**config.mk**
```make
export PLATFORM = sky130hd
export DESIGN_NAME = framed_pattern_detector
export DESIGN_NICKNAME = d
export VERILOG_FILES = /design/src/rtl/fpd_pkg.sv /design/src/rtl/fpd_next_state.sv /design/src/rtl/fpd_output.sv /design/src/rtl/fpd_state_reg.sv /design/src/rtl/framed_pattern_detector.sv
export SDC_FILE = /design/constraint.sdc
export NUM_CORES = 1
export LEC_CHECK = 0
export BUFFER_PORTS_ARGS = -buffer_cell sky130_fd_sc_hd__buf_2
export CORE_AREA = 2 2 39 41
export CTS_BUF_LIST = sky130_fd_sc_hd__clkbuf_8 sky130_fd_sc_hd__clkbuf_16
export DETAILED_ROUTE_END_ITERATION = 12
export DIE_AREA = 0 0 41 43
export HOLD_SLACK_MARGIN = 0.06
export SLEW_MARGIN = 20
export SYNTH_ARGS = -nofsm -noshare
export SYNTH_HDL_FRONTEND = slang
export SYNTH_SLANG_ARGS = --single-unit
```
**constraint.sdc**
```tcl
create_clock -name clk -period 1.08 [get_ports clk]
set_input_delay 0.216 -clock clk [delete_from_list [all_inputs] [get_ports clk]]
set_output_delay 0.216 -clock clk [all_outputs]
set_load 0.005 [all_outputs]
```
**src/rtl/fpd_pkg.sv**
```systemverilog
package fpd_pkg;
  localparam int STATE_W   = 3;
  localparam int GROUP_LEN = 4;

  // Reduced machine: the two one-bit states differ, while later states only
  // record whether an accepted pattern is still reachable.
  typedef enum logic [STATE_W-1:0] {
    ST_IDLE  = 3'b000,
    ST_P0    = 3'b001,
    ST_P1    = 3'b010,
    ST_LIVE2 = 3'b011,
    ST_DEAD2 = 3'b100,
    ST_LIVE3 = 3'b101,
    ST_DEAD3 = 3'b110
  } fpd_state_e;
endpackage

```
**src/rtl/fpd_next_state.sv**
```systemverilog
module fpd_next_state
  import fpd_pkg::*;
(
  input  fpd_state_e state,
  input  logic       in_valid,
  input  logic       in_bit,
  output fpd_state_e nxt
);
  always_comb begin
    nxt = state;
    if (in_valid) begin
      unique case (state)
        ST_IDLE:  nxt = in_bit ? ST_P1 : ST_P0;
        ST_P0:    nxt = in_bit ? ST_LIVE2 : ST_DEAD2;
        ST_P1:    nxt = in_bit ? ST_DEAD2 : ST_LIVE2;
        ST_LIVE2: nxt = in_bit ? ST_DEAD3 : ST_LIVE3;
        ST_DEAD2: nxt = ST_DEAD3;
        ST_LIVE3: nxt = ST_IDLE;
        ST_DEAD3: nxt = ST_IDLE;
        default:  nxt = ST_IDLE;
      endcase
    end
  end
endmodule

```
**src/rtl/fpd_output.sv**
```systemverilog
module fpd_output
  import fpd_pkg::*;
(
  input  fpd_state_e state,
  input  logic       in_valid,
  input  logic       in_bit,
  output logic       match
);
  // Only the live three-bit state can still complete 0101 or 1001, and in
  // both cases the missing last bit is a one.
  always_comb begin
    match = in_valid && in_bit && (state == ST_LIVE3);
  end
endmodule

```
**src/rtl/fpd_state_reg.sv**
```systemverilog
module fpd_state_reg
  import fpd_pkg::*;
(
  input  logic       clk,
  input  logic       rst,
  input  fpd_state_e nxt,
  output fpd_state_e state
);
  always_ff @(posedge clk) begin
    if (rst) state <= ST_IDLE;
    else     state <= nxt;
  end
endmodule

```
**src/rtl/framed_pattern_detector.sv**
```systemverilog
module framed_pattern_detector
  import fpd_pkg::*;
#(
  parameter int WINDOW = GROUP_LEN
) (
  input  logic clk,
  input  logic rst,
  input  logic in_valid,
  input  logic in_bit,
  output logic match
);
  localparam int POS_W = (WINDOW > 1) ? $clog2(WINDOW) : 1;
  localparam logic [POS_W-1:0] LAST_POS = POS_W'(WINDOW - 1);

  fpd_state_e state;
  fpd_state_e nxt;

  fpd_next_state u_next (
    .state   (state),
    .in_valid(in_valid),
    .in_bit  (in_bit),
    .nxt     (nxt)
  );

  fpd_state_reg u_reg (
    .clk  (clk),
    .rst  (rst),
    .nxt  (nxt),
    .state(state)
  );

  fpd_output u_out (
    .state   (state),
    .in_valid(in_valid),
    .in_bit  (in_bit),
    .match   (match)
  );

  // Bit position inside the window, kept only for the checks below.
  logic [POS_W-1:0] pos;
  always_ff @(posedge clk) begin
    if (rst) pos <= '0;
    else if (in_valid) pos <= (pos == LAST_POS) ? '0 : pos + 1'b1;
  end

  p_reset_start_r1: assert property (@(posedge clk)
    rst |=> (state == ST_IDLE));

  p_flag_last_bit_r4: assert property (@(posedge clk) disable iff (rst)
    match |-> (pos == LAST_POS));

  p_window_restart_r6: assert property (@(posedge clk) disable iff (rst)
    (in_valid && pos == LAST_POS) |=> (state == ST_IDLE));

  p_legal_code_r6: assert property (@(posedge clk) disable iff (rst)
    state != fpd_state_e'(3'b111));

  p_idle_hold_r7: assert property (@(posedge clk) disable iff (rst)
    !in_valid |=> $stable(state));

  p_idle_quiet_r7: assert property (@(posedge clk) disable iff (rst)
    !in_valid |-> !match);

  p_window_start_r9: assert property (@(posedge clk) disable iff (rst)
    (pos == '0) |-> (state == ST_IDLE));
endmodule

```
==> flow_metrics.tcl <==
set metrics [dict create \
    antenna_found_initial 0 \
    ys_types 15 \
    dp_hpwl_um 322 \
    finalCriticalPeriod_ns 1.21 \
    clockBufferDepth 2 \
    max_slew.worst_pin.slew_ns 0.166 \
    end_kind "primary output" \
    met3_length_um 16 \
    drc 0 \
    p_sw_w 0.000119 \
    power_density_mw_per_mm2 1630 \
    rsz0062_at_grt "true" \
    status "complete, but fails checks" \
    clock.fmax_mhz 827 \
    drv_slew 0 \
    cts_max_level 1 \
    p_seq_share_pct 25.3 \
    syn_area_per_cell_um2 9.18 \
    slew_headroom_pct 88.8 \
    highest_layer "met3" \
    synth.net_count 25 \
    hold_viol_final 0 \
    synthMuxAreaShare_pct 5.84 \
    switching_share_pct 22.5 \
    yosys.area_share.simple_pct 47.4 \
    insertion_delay_ns 0.22 \
    die_area_mm2 0.00176 \
    synth_compound_area_share_pct 15.6 \
    synthToLayoutAreaGrowth_pct 68.8 \
    place_congestion 0.683 \
    largest_reg_flops 3 \
    layout-drive-gt1-share_pct 46.9 \
    wl_met1_um 243 \
    row_count 14 \
    io_pins 5 \
    setup-tns-final_ns -0.282 \
    detail-route-antenna-nets 0 \
    ir_drop_uv 568 \
    leakage_nw 0.126 \
    reg_top3 "u_reg.state x3" \
    wl_met2_um 245 \
    synth_warnings 0 \
    ys_ff_latch 3 \
    finalClockSkew_ns 0.00246 \
    die_w_um 41 \
    arrival_ns 0.99 \
    p_clk_share_pct 60.3 \
    syn_area_um2 193 \
    pre_cts_ws_ns -0.0957 \
    dieHeight_um 43 \
    grt_pass1_vias 208 \
    via_per_inst 4.04 \
    required_ns 0.86 \
    regMostFlops "u_reg.state" \
    coreArea_mm2 0.00138 \
    setup_ws_ns -0.129 \
    grt_max_degree 9 \
    share_comb_of_total_power_pct 14.4 \
    cts_made_buffers 3 \
    clk_pin_slew_worst_paths_ns 0.03 \
    start_util_pct 13.9 \
    cts-root-buf "clkbuf_8" \
    wl_per_cell_um 10.5 \
    crit_fanout 3 \
    setup_viol 3 \
    synth_top_family_by_area "simple AND/OR/NAND/NOR gates" \
    vias 194 \
    intPower_w 0.000411 \
    diodes 0 \
    groute.usage.overall_pct 7.82 \
    cap_violations 0 \
    io_buffer_count 4 \
    hold_ws_ns 0.189 \
    drtIter0Drc 8 \
    path_class "reg -> out" \
    cts.sinks 3 \
    violations "negative setup slack" \
    gr-total-overflow 0 \
    synth-xor-area-share_pct 0 \
    nets 37 \
    drt_first_pass_iters 4 \
    period_share_pct 112 \
    yosysSeqAreaShare_pct 31.2 \
    syn_inst 21 \
    start_kind "flop" \
    synth_fa_ha_area_share_pct 0 \
    grt_pass1_wl_um 862 \
    wl_um 505 \
    hp-class "in -> reg" \
    final_cell_mix "nand3b_1 (3), clkbuf_8 (3), buf_2 (3)" \
    tritoncts "done" \
]
-- worst paths after layout --
| check | cells past startpoint | from | to | slack, ns |
|---|---|---|---|---|
| worst max-delay path | 3 | u_reg.state[0] | match | -0.13 |
| worst min-delay path | 2 | rst | u_reg.state[2] | 0.19 |
| worst max register to register | 4 | u_reg.state[1] | u_reg.state[1] | -0.10 |
| worst min register to register | 2 | u_reg.state[2] | u_reg.state[2] | 0.50 |
-- cell type report --
cell class	count	area [um^2]
Timing Repair Buffer	7	52.6
Clock buffer	3	41.3
Sequential cell	3	66.3
Multi-Input combinational cell	18	141
Tap cell	16	20.0
Fill cell	158	1060
Clock inverter	1	3.75
-- repair_timing --
action / CTS / global route
cloned: 0 / 0
gates resized for setup: 8 / 1
hold buffers: 0 / 0
endpoints found under the setup margin: 3 / 3
setup buffers: 1 / 0
pin swaps: 1 / 0
-- metrics by stage --
step | power (W) | util, % | cells | instance area (um^2)
global route | 0.000557 | 23.5 | 48 | 325
CTS | 0.000536 | 23.4 | 48 | 324
global placement | 0.000192 | 17.9 | 43 | 248
floorplan | 0.000166 | - | 21 | 193
finish | 0.000530 | 23.5 | 48 | 325
detailed placement | 0.000193 | 17.9 | 43 | 248
-- per-layer routing --
metal  GRT usage (%)  up-vias
met5               0        -
met4            8.00        0
met3            3.14        0
met2            9.38        5
met1            9.62       87
li1                -      102
-- power by group through the flow --
| stage | Clock (W) | Combinational, W | Sequential (W) |
|---|---|---|---|
| detailed placement | 0 | 0.0000591 | 0.000134 |
| global placement | 0 | 0.0000592 | 0.000133 |
| floorplan | 0 | 0.0000340 | 0.000132 |
| finish | 0.000320 | 0.0000763 | 0.000134 |
| CTS | 0.000328 | 0.0000750 | 0.000133 |
| global route | 0.000336 | 0.0000848 | 0.000136 |
-- critical path, stage by stage, from the launching register on --
cell,delay [ns]
dfxtp_2,0.32
nor2b_4,0.15
and4_4,0.22
buf_6,0.09
-- synth_stat cells, drive strengths merged --
cell type  count  area share (%)
a21o           1             3.9
or3b           1             4.5
o21ai          1             2.6
a21oi          1             2.6
nand3b         3              12
nand4b         1             4.5
nand2          1             1.9
nand2b         1             3.2
dfxtp          3              31
and4           1             5.2
or2b           2             7.8
or4b           1             5.2
nor2b          1             3.2
mux2           1             5.8
a31oi          2             6.5
-- kinds of logic (layout without fill, tap and decap cells) --
kind of cell    after synthesis  count (layout)
simple gates                 12              12
flops                         3               3
compound gates                5               5
buf+inv                       0              11
mux                           1               1
Power figures use the tool's default switching activity.
